`src/rtl/tq_pkg.sv`:
```
package tq_pkg;

   typedef enum logic [2:0] {
      ST_IDLE,
      ST_SUM,
      ST_MEAN,
      ST_EMIT,
      ST_FLUSH,
      ST_DONE
   } tq_state_e;

   localparam logic [1:0] CODE_ZERO = 2'b00;
   localparam logic [1:0] CODE_POS  = 2'b01;
   localparam logic [1:0] CODE_NEG  = 2'b11;

endpackage

```
`src/rtl/tq_rd_seq.sv`:
```
module tq_rd_seq #(
   parameter int N_LOG2 = 4,
   parameter int RD_LAT = 1
) (
   input  logic              clk,
   input  logic              rst_n,
   input  logic              go,
   output logic              rd_req,
   output logic [N_LOG2-1:0] rd_addr,
   output logic              ret_vld,
   output logic [N_LOG2-1:0] ret_idx,
   output logic              ret_last
);

   localparam logic [N_LOG2-1:0] LAST_IDX = '1;

   logic              active_q;
   logic [N_LOG2-1:0] cnt_q;

   always_ff @(posedge clk or negedge rst_n) begin
      if (!rst_n) begin
         active_q <= 1'b0;
         cnt_q    <= '0;
      end else if (go) begin
         active_q <= 1'b1;
         cnt_q    <= '0;
      end else if (active_q) begin
         cnt_q <= cnt_q + 1'b1;
         if (cnt_q == LAST_IDX) active_q <= 1'b0;
      end
   end

   assign rd_req  = active_q;
   assign rd_addr = cnt_q;

   generate
      if (RD_LAT == 0) begin : g_comb_ret
         assign ret_vld = rd_req;
         assign ret_idx = rd_addr;
      end else begin : g_pipe_ret
         logic [RD_LAT-1:0]             vld_sr;
         logic [RD_LAT-1:0][N_LOG2-1:0] idx_sr;
         always_ff @(posedge clk or negedge rst_n) begin
            if (!rst_n) begin
               vld_sr <= '0;
               idx_sr <= '0;
            end else begin
               for (int i = RD_LAT - 1; i > 0; i--) begin
                  vld_sr[i] <= vld_sr[i-1];
                  idx_sr[i] <= idx_sr[i-1];
               end
               vld_sr[0] <= rd_req;
               idx_sr[0] <= rd_addr;
            end
         end
         assign ret_vld = vld_sr[RD_LAT-1];
         assign ret_idx = idx_sr[RD_LAT-1];
      end
   endgenerate

   assign ret_last = ret_vld && (ret_idx == LAST_IDX);


   addr_step_chk: assert property (@(posedge clk) disable iff (!rst_n)
      (rd_req && $past(rd_req)) |-> (rd_addr == $past(rd_addr) + 1'b1));


   no_restart_chk: assert property (@(posedge clk) disable iff (!rst_n)
      go |-> !active_q);

endmodule

```
`src/rtl/tq_abs_acc.sv`:
```
module tq_abs_acc #(
   parameter int W_BITS = 16,
   parameter int N_LOG2 = 4
) (
   input  logic                     clk,
   input  logic                     rst_n,
   input  logic                     clr,
   input  logic                     en,
   input  logic signed [W_BITS-1:0] din,
   output logic        [W_BITS-1:0] mean
);

   localparam int SUM_W = W_BITS + N_LOG2;

   logic [W_BITS-1:0] mag;
   logic [SUM_W-1:0]  sum_q;

   assign mag = din[W_BITS-1] ? W_BITS'(-din) : W_BITS'(din);

   always_ff @(posedge clk or negedge rst_n) begin
      if (!rst_n)   sum_q <= '0;
      else if (clr) sum_q <= '0;
      else if (en)  sum_q <= sum_q + SUM_W'(mag);
   end

   assign mean = sum_q[SUM_W-1:N_LOG2];


   acc_mono_chk: assert property (@(posedge clk) disable iff (!rst_n)
      (en && !clr) |=> (sum_q >= $past(sum_q)));

endmodule

```
`src/rtl/tq_coder.sv`:
```
module tq_coder
   import tq_pkg::*;
#(
   parameter int W_BITS = 16,
   parameter int N_LOG2 = 4
) (
   input  logic                     clk,
   input  logic                     rst_n,
   input  logic                     en,
   input  logic signed [W_BITS-1:0] din,
   input  logic        [N_LOG2-1:0] idx,
   input  logic        [W_BITS-1:0] scale,
   output logic                     vld_q,
   output logic        [1:0]        code_q,
   output logic        [N_LOG2-1:0] idx_q
);

   logic [W_BITS-1:0] mag;
   logic              hit;

   assign mag = din[W_BITS-1] ? W_BITS'(-din) : W_BITS'(din);
   assign hit = {mag, 1'b0} >= {1'b0, scale};

   always_ff @(posedge clk or negedge rst_n) begin
      if (!rst_n) begin
         vld_q  <= 1'b0;
         code_q <= CODE_ZERO;
         idx_q  <= '0;
      end else begin
         vld_q <= en;
         if (en) begin
            idx_q  <= idx;
            code_q <= hit ? (din[W_BITS-1] ? CODE_NEG : CODE_POS) : CODE_ZERO;
         end
      end
   end


   code_legal_chk: assert property (@(posedge clk) disable iff (!rst_n)
      vld_q |-> (code_q != 2'b10));


   zero_code_chk: assert property (@(posedge clk) disable iff (!rst_n)
      (en && (din == '0)) |=> (code_q == CODE_ZERO));

endmodule

```
`src/rtl/tern_absmean_quant.sv`:
```
module tern_absmean_quant
   import tq_pkg::*;
#(
   parameter int W_BITS = 16,
   parameter int N_LOG2 = 4,
   parameter int RD_LAT = 1
) (
   input  logic                     clk,
   input  logic                     rst_n,
   input  logic                     start,
   output logic                     rd_req,
   output logic        [N_LOG2-1:0] rd_addr,
   input  logic signed [W_BITS-1:0] rd_data,
   output logic                     code_valid,
   output logic        [1:0]        code,
   output logic        [N_LOG2-1:0] code_idx,
   output logic        [W_BITS-1:0] scale,
   output logic                     busy,
   output logic                     done
);

   generate
      if (W_BITS < 2 || W_BITS > 32) begin : g_bad_width
         $error("W_BITS must lie in 2..32");
      end
      if (N_LOG2 < 1 || N_LOG2 > 20) begin : g_bad_count
         $error("N_LOG2 must lie in 1..20");
      end
      if (RD_LAT < 0 || RD_LAT > 8) begin : g_bad_lat
         $error("RD_LAT must lie in 0..8");
      end
   endgenerate

   tq_state_e         st_q;
   logic              seq_go;
   logic              acc_clr;
   logic              acc_en;
   logic              cod_en;
   logic              ret_vld;
   logic              ret_last;
   logic [N_LOG2-1:0] ret_idx;
   logic [W_BITS-1:0] mean_raw;
   logic [W_BITS-1:0] scale_q;

   assign busy    = (st_q != ST_IDLE);
   assign done    = (st_q == ST_DONE);
   assign acc_clr = (st_q == ST_IDLE) && start;
   assign seq_go  = acc_clr || (st_q == ST_MEAN);
   assign acc_en  = (st_q == ST_SUM) && ret_vld;
   assign cod_en  = (st_q == ST_EMIT) && ret_vld;
   assign scale   = scale_q;

   always_ff @(posedge clk or negedge rst_n) begin
      if (!rst_n) begin
         st_q    <= ST_IDLE;
         scale_q <= '0;
      end else begin
         case (st_q)
            ST_IDLE:  if (start) st_q <= ST_SUM;
            ST_SUM:   if (ret_last) st_q <= ST_MEAN;
            ST_MEAN: begin
               scale_q <= (mean_raw == '0) ? W_BITS'(1) : mean_raw;
               st_q    <= ST_EMIT;
            end
            ST_EMIT:  if (ret_last) st_q <= ST_FLUSH;
            ST_FLUSH: st_q <= ST_DONE;
            ST_DONE:  st_q <= ST_IDLE;
            default:  st_q <= ST_IDLE;
         endcase
      end
   end

   tq_rd_seq #(
      .N_LOG2 (N_LOG2),
      .RD_LAT (RD_LAT)
   ) u_seq (
      .clk      (clk),
      .rst_n    (rst_n),
      .go       (seq_go),
      .rd_req   (rd_req),
      .rd_addr  (rd_addr),
      .ret_vld  (ret_vld),
      .ret_idx  (ret_idx),
      .ret_last (ret_last)
   );

   tq_abs_acc #(
      .W_BITS (W_BITS),
      .N_LOG2 (N_LOG2)
   ) u_acc (
      .clk   (clk),
      .rst_n (rst_n),
      .clr   (acc_clr),
      .en    (acc_en),
      .din   (rd_data),
      .mean  (mean_raw)
   );

   tq_coder #(
      .W_BITS (W_BITS),
      .N_LOG2 (N_LOG2)
   ) u_cod (
      .clk    (clk),
      .rst_n  (rst_n),
      .en     (cod_en),
      .din    (rd_data),
      .idx    (ret_idx),
      .scale  (scale_q),
      .vld_q  (code_valid),
      .code_q (code),
      .idx_q  (code_idx)
   );


   done_after_code_chk: assert property (@(posedge clk) disable iff (!rst_n)
      done |-> $past(code_valid));


   idle_quiet_chk: assert property (@(posedge clk) disable iff (!rst_n)
      !busy |-> !rd_req);


   scale_floor_chk: assert property (@(posedge clk) disable iff (!rst_n)
      code_valid |-> (scale != '0));


   done_exit_chk: assert property (@(posedge clk) disable iff (!rst_n)
      done |=> !busy);

endmodule

```
`config.mk`:
```
export PLATFORM = sky130hd
export DESIGN_NAME = tern_absmean_quant
export DESIGN_NICKNAME = d
export VERILOG_FILES = /design/src/rtl/tq_pkg.sv /design/src/rtl/tq_rd_seq.sv /design/src/rtl/tq_abs_acc.sv /design/src/rtl/tq_coder.sv /design/src/rtl/tern_absmean_quant.sv
export SDC_FILE = /design/constraint.sdc
export NUM_CORES = 1
export LEC_CHECK = 0
export BUFFER_PORTS_ARGS = -buffer_cell sky130_fd_sc_hd__buf_4
export CORE_UTILIZATION = 55
export DETAILED_ROUTE_END_ITERATION = 12
export PLACE_DENSITY = 0.85
export SLEW_MARGIN = 20
export SYNTH_ARGS = -nofsm -noshare
export SYNTH_HDL_FRONTEND = slang
export SYNTH_HIERARCHICAL = 1
export SYNTH_SLANG_ARGS = --single-unit
```
`constraint.sdc`:
```
create_clock -name clk -period 6.33 [get_ports clk]
set_input_delay 0.9495 -clock clk [delete_from_list [all_inputs] [get_ports clk]]
set_output_delay 0.9495 -clock clk [all_outputs]
set_load 0.02 [all_outputs]
```
Word level (Yosys, flattened, before mapping)
Cells that the tools add are included.

word-level totals
  register bits = 56
  bits in latches = 0
  bits in writable memories = 0
  ROM bits = 0
  input port bits = 19
  output and inout bits = 30
  logic and storage cells = 50
  memories kept = 0

cells by class
  add/sub/neg operators = 3
  multipliers = 0
  div/mod/pow operators = 0
  $lt $le $gt $ge = 1
  equality and inequality tests = 10
  shift-type cells = 0
  muxes and demuxes = 15
  bitwise logic cells = 0
  reduce and logical (&&, ||, !) cells = 11

operator list
  kind                                                              number
  20-bit 2-to-1 mux                                                 2
  16-bit 2-to-1 mux                                                 2
  20-bit by 16-bit adder with 20-bit output                         1
  17-bit by 16-bit greater-or-equal comparator with 1-bit output    1
  16-bit zero test                                                  1
  16-bit negation                                                   1
  3-bit one-hot mux with 5 select lines                             1
  3-bit 2-to-1 mux                                                  3
  4-bit == test (second input constant)                             2
  4-bit 2-to-1 mux                                                  2
  3-bit by 2-bit == test with 1-bit output (second input constant)  2
  3-bit == test (second input constant)                             2
  2-bit != test (second input constant)                             3
  4-bit by 1-bit adder with 4-bit output (second input constant)    1
  1-bit logical AND                                                 4
  2-bit 2-to-1 mux                                                  2
  2-bit nonzero test                                                2
  3-bit by 1-bit == test with 1-bit output (second input constant)  1
  3-bit zero test                                                   1
  1-bit 2-to-1 mux                                                  3
  3-bit AND reduction                                               1
  3-bit nonzero test                                                1
  1-bit logical OR                                                  1

Depth between registers and ports, before layout
  word-level depth = 5
  mapped depth = 14
  depth with buffers taken out = 13

Modules after synthesis
The synthesis kept the hierarchy.

by module, submodules not included
  module              times used  cells an instance  area an instance (µm²)  sequential area each (µm²)
  tq_abs_acc          1           251                2137.0                  500.5
  tq_coder            1           111                919.6                   175.2
  tern_absmean_quant  1           63                 893.4                   475.5
  tq_rd_seq           1           28                 394.1                   250.2

Worst setup path after synthesis
No wires, ideal clock.

  path kind = input -> register
  start = in rd_data[5]
  end = reg u_acc.sum_q[18]
  library setup time = 0.125 ns
  data arrival time = 3.621 ns
  required time = 6.205 ns
  setup slack = 2.584 ns
  cell stages on the path = 13
  buffers on the path = 1
  cell sequence = or4_4 nor4_4 nor3b_2 nand2_2 o31ai_4 xnor2_1 ha_1 clkbuf_1 a21oi_1 o21bai_1 a21oi_1 a21boi_0 mux2_2

on the way
  cells in the longest elaborated chain, start to end = 5

ends and longest elaborated chain
  what                                           line                      text
  start: declaration                             tern_absmean_quant.sv:13  input logic signed [W_BITS-1:0] rd_data,
  16-bit negation                                tq_abs_acc.sv:18          assign mag = din[W_BITS-1] ? W_BITS'(-din) : W_BITS'(din);
  16-bit 2-to-1 mux (*)                          tq_abs_acc.sv:18
  20-bit by 16-bit adder with 20-bit output (*)  tq_abs_acc.sv:23          else if (en) sum_q <= sum_q + SUM_W'(mag);
  20-bit 2-to-1 mux (*)                          tq_abs_acc.sv:23
  20-bit 2-to-1 mux (*)                          tq_abs_acc.sv:22          else if (clr) sum_q <= '0;
  end signal: assignment                         tq_abs_acc.sv:23
  end: declaration                               tq_abs_acc.sv:16          logic [SUM_W-1:0] sum_q;

Every way passes the cells marked *; elsewhere a longest branch is shown, timed or not. The select of a mux whose other input is x is not followed.
A chain may end at the register's enable or synchronous reset.

Worst setup path in the final report
  start = in rd_data[5]
  end = reg u_acc.sum_q[19]

Same word-level chain as after synthesis.

==> summary.txt <==
Clock tree
  • Root Driver: clkbuf_8
  • Clk_lat worst skew: 0.32 ns
  • Clock slew at reported path FFs: 0.11 ns
  • CTS tree: yes
  • PostCTS Resize Cnt: 0
  • CTS buffer count: 5
  • CTS Hold Bufs: 0
  • H-tree depth: 2
  • Post-CTS Setup Bufs: 0
  • CTS sink cnt: 56
  • Clock Path Buffers: 2

Global route
  • Vias in the first global route: 3265
  • GR Util met3: 3.20%
  • First-pass GRT wire length: 15700 µm
  • Largest net degree at the start of global routing: 57
  • Most used routing layer in global routing: met2
  • M2 GR Usage: 40.5%
  • Grt total ovfl: 0
  • Met1 usage: 30.9%
  • Total track usage: 23.8%
  • Initial antenna violation count: 0

Power and ir drop
  • Total power: 2.22 mW
  • PD cells: 471 nW/µm²
  • Leakage: 2.09 nW
  • Maximum vdd drop: 0.163 mV

Yosys
  • Post-synth EDFFs: 0
  • Seq cells post-synth: 56
  • Mapped Nets: 509
  • Yosys top cell area share: 32.3%
  • Most used DFF post-synth: dfrtp_1
  • Synth unique cells: 69
  • Yosys warns: 6
  • Sequential area share after synthesis: 32.3%
  • Cells after Synth: 453
  • Area contributors post-synth: dfrtp_1, ha_1, xnor2_1
  • Yosys top cell by area: dfrtp_1
  • Synth Cell Area: 4340 µm²
  • Post-Syn Area per Cell: 9.59 µm²
  • Ys async rst share: 100%

Timing
  • Final Hold Fails: 0
  • TNS Setup: 0 ns
  • Max-Slew Margin vs Limit: 25.3%
  • Worst Max-Slew Pin Slew: 1.12 ns
  • Skew final: 0.00928 ns
  • Number of slew-limit violations in the final report: 0
  • Peak Freq: 265 MHz
  • Crit share post-route: 59.7%
  • Final setup fails: 0
  • RSZ-0062 raised after global routing: false
  • Setup WS post-layout: 2.55 ns
  • Tmin final: 3.78 ns
  • Hold WS: 0.471 ns

Place
  • DPL Wire Length: 7270 µm
  • GPL Wtd Cong: 0.894
  • DP Worst Slack: 2.29 ns
  • Port-buffer cells: 48
  • Placed Area: 4610 µm²
  • Placed insts: 573

Final layout
  • Most frequent cells in the layout: dfrtp_1, buf_4, ha_1
  • Share of layout cells above drive strength 1: 19.8%
  • Fin area: 4710 µm²
  • Synthesis-to-finish area growth: 8.38%
  • Antenna Cells: 0
  • Fin util: 61.2%
  • Filler cells: 621
  • Net count, final: 534
  • Commonest non-fill, non-tap cell in the layout: dfrtp_1
  • Final cell count without fillers: 581

Worst setup path
  • Worst Path Class, Setup: primary input to register
  • Crit start category: primary input
  • Worst-path maximum fanout: 5
  • Crit-path cells: buf_4 -> or4_4 -> nor4_4 -> nor3b_2 -> nand2_2 -> nor4b_1 -> ha_1 -> and3_1 -> nand2b_1 -> nand3_1 -> a21oi_1 -> mux2_2
  • Worst-case reg-to-reg path depth: 9
  • CP max stage cell: or4_4
  • CP Capture Type: register
  • R2r setup slk: 3.75 ns
  • Crit path from: rd_data[5]
  • R2r startpoint: u_acc/sum_q[0]
  • Crit path arrival time: 3.99 ns
  • CP required: 6.54 ns
  • WP depth: 12
  • Crit-path max cell delay: 0.58 ns
  • WP buf/inv: 1
  • CP top delay family: simple AND/OR/NAND/NOR gates

Drt
  • # DRC: 0
  • Wire length per cell: 16.5 µm
  • Drt first pass iters: 5
  • DR iter-0 viols: 200
  • Antenna Nets Post-Route: 0
  • WL final: 9590 µm
  • Post-DR vias/cell: 5.97
  • Vias: 3468

Die
  • Initial core utilization: 56.5%
  • # IOs: 49
  • Total die area: 8260 µm²
  • DIE WIDTH: 90.9 µm
  • Die Ht: 90.9 µm
  • Row Count: 32
  • Core area: 7690 µm²

Job
  • Max-Cap Viols: 0

Worst hold path
  • Hold Crit Depth: 0
  • Hold WC Path Type: register to register
  • Hold path startpoint: u_seq/rd_addr[3]

Outcome
  • Status: complete, no violations
[sequential cells by signal, indices dropped and copies added (netlist names)]
signal / cells
u_seq/ret_vld: 1
u_cod/idx_q: 4
u_seq/ret_idx: 4
u_acc/sum_q: 20
u_seq/rd_req: 1
u_cod/code_q: 2
st_q: 3
scale: 16
u_seq/rd_addr: 4
u_cod/vld_q: 1
[cells by family after synthesis]
| kind of cell | Yosys count | synth area share [%] |
|---|---|---|
| AO/OA/AOI/OAI | 95 | 15.1 |
| XOR/XNOR | 40 | 8.06 |
| adder cells (fa/ha/maj) | 37 | 10.8 |
| buffers and inverters | 63 | 8.01 |
| flip-flops | 56 | 32.3 |
| multiplexers | 32 | 8.76 |
| AND/OR/NAND/NOR | 130 | 17.0 |
[cells in the mapped netlist, drive strengths merged (5+ instances only)]
cell	instances
dfrtp	56
ha	36
inv	32
nor2	32
xnor2	32
nand2	30
buf	26
a21oi	25
mux2	24
o21ai	16
nand3	10
mux2i	8
xor2	8
nand2b	7
nor2b	7
o31ai	7
a21o	6
nand4	6
nor4	6
clkbuf	5
o211ai	5
or3	5
[worst reg2reg max path: stages, from the launching register on]
cell and delay [ns]:
dfrtp_1 0.36, ha_1 0.17, inv_1 0.05, fa_1 0.40
nand2b_1 0.19, a21o_1 0.19, a2111oi_2 0.38, o211ai_1 0.17
a21boi_0 0.21, mux2_2 0.35
[layer usage]
layer	up-vias	routed length [µm]
met1	1653	4060
met3	23	571
met4	0	226
met5	-	0
met2	140	4740
li1	1652	-
[final cells by class]
cell class                 count  area (µm²)  share of cell area, %
multi-input combinational    334        2590                   55.1
sequential                    56        1400                   29.8
timing repair buffer          49         368                   7.81
tap                          102         128                   2.71
inverter                      32         120                   2.55
clock buffer                   5        68.8                   1.46
clock inverter                 3        27.5                  0.585
[report_power, final]
group | internal [mW] | total, mW | leakage (nW) | switching, mW
registers | 0.525 | 0.700 | 0.693 | 0.176
logic | 0.599 | 1.31 | 1.35 | 0.710
clock network | 0.0815 | 0.208 | 0.0463 | 0.126
total | 1.20 | 2.22 | 2.09 | 1.01
[worst paths after layout]
path                                    end
max in group asynchronous   u_acc/sum_q[16]
hold reg to reg            u_seq/ret_idx[3]
hold / removal             u_seq/ret_idx[3]
setup / recovery            u_acc/sum_q[19]
setup reg to reg            u_acc/sum_q[18]
min in group asynchronous          scale[3]
Power figures use the tool's default switching activity.
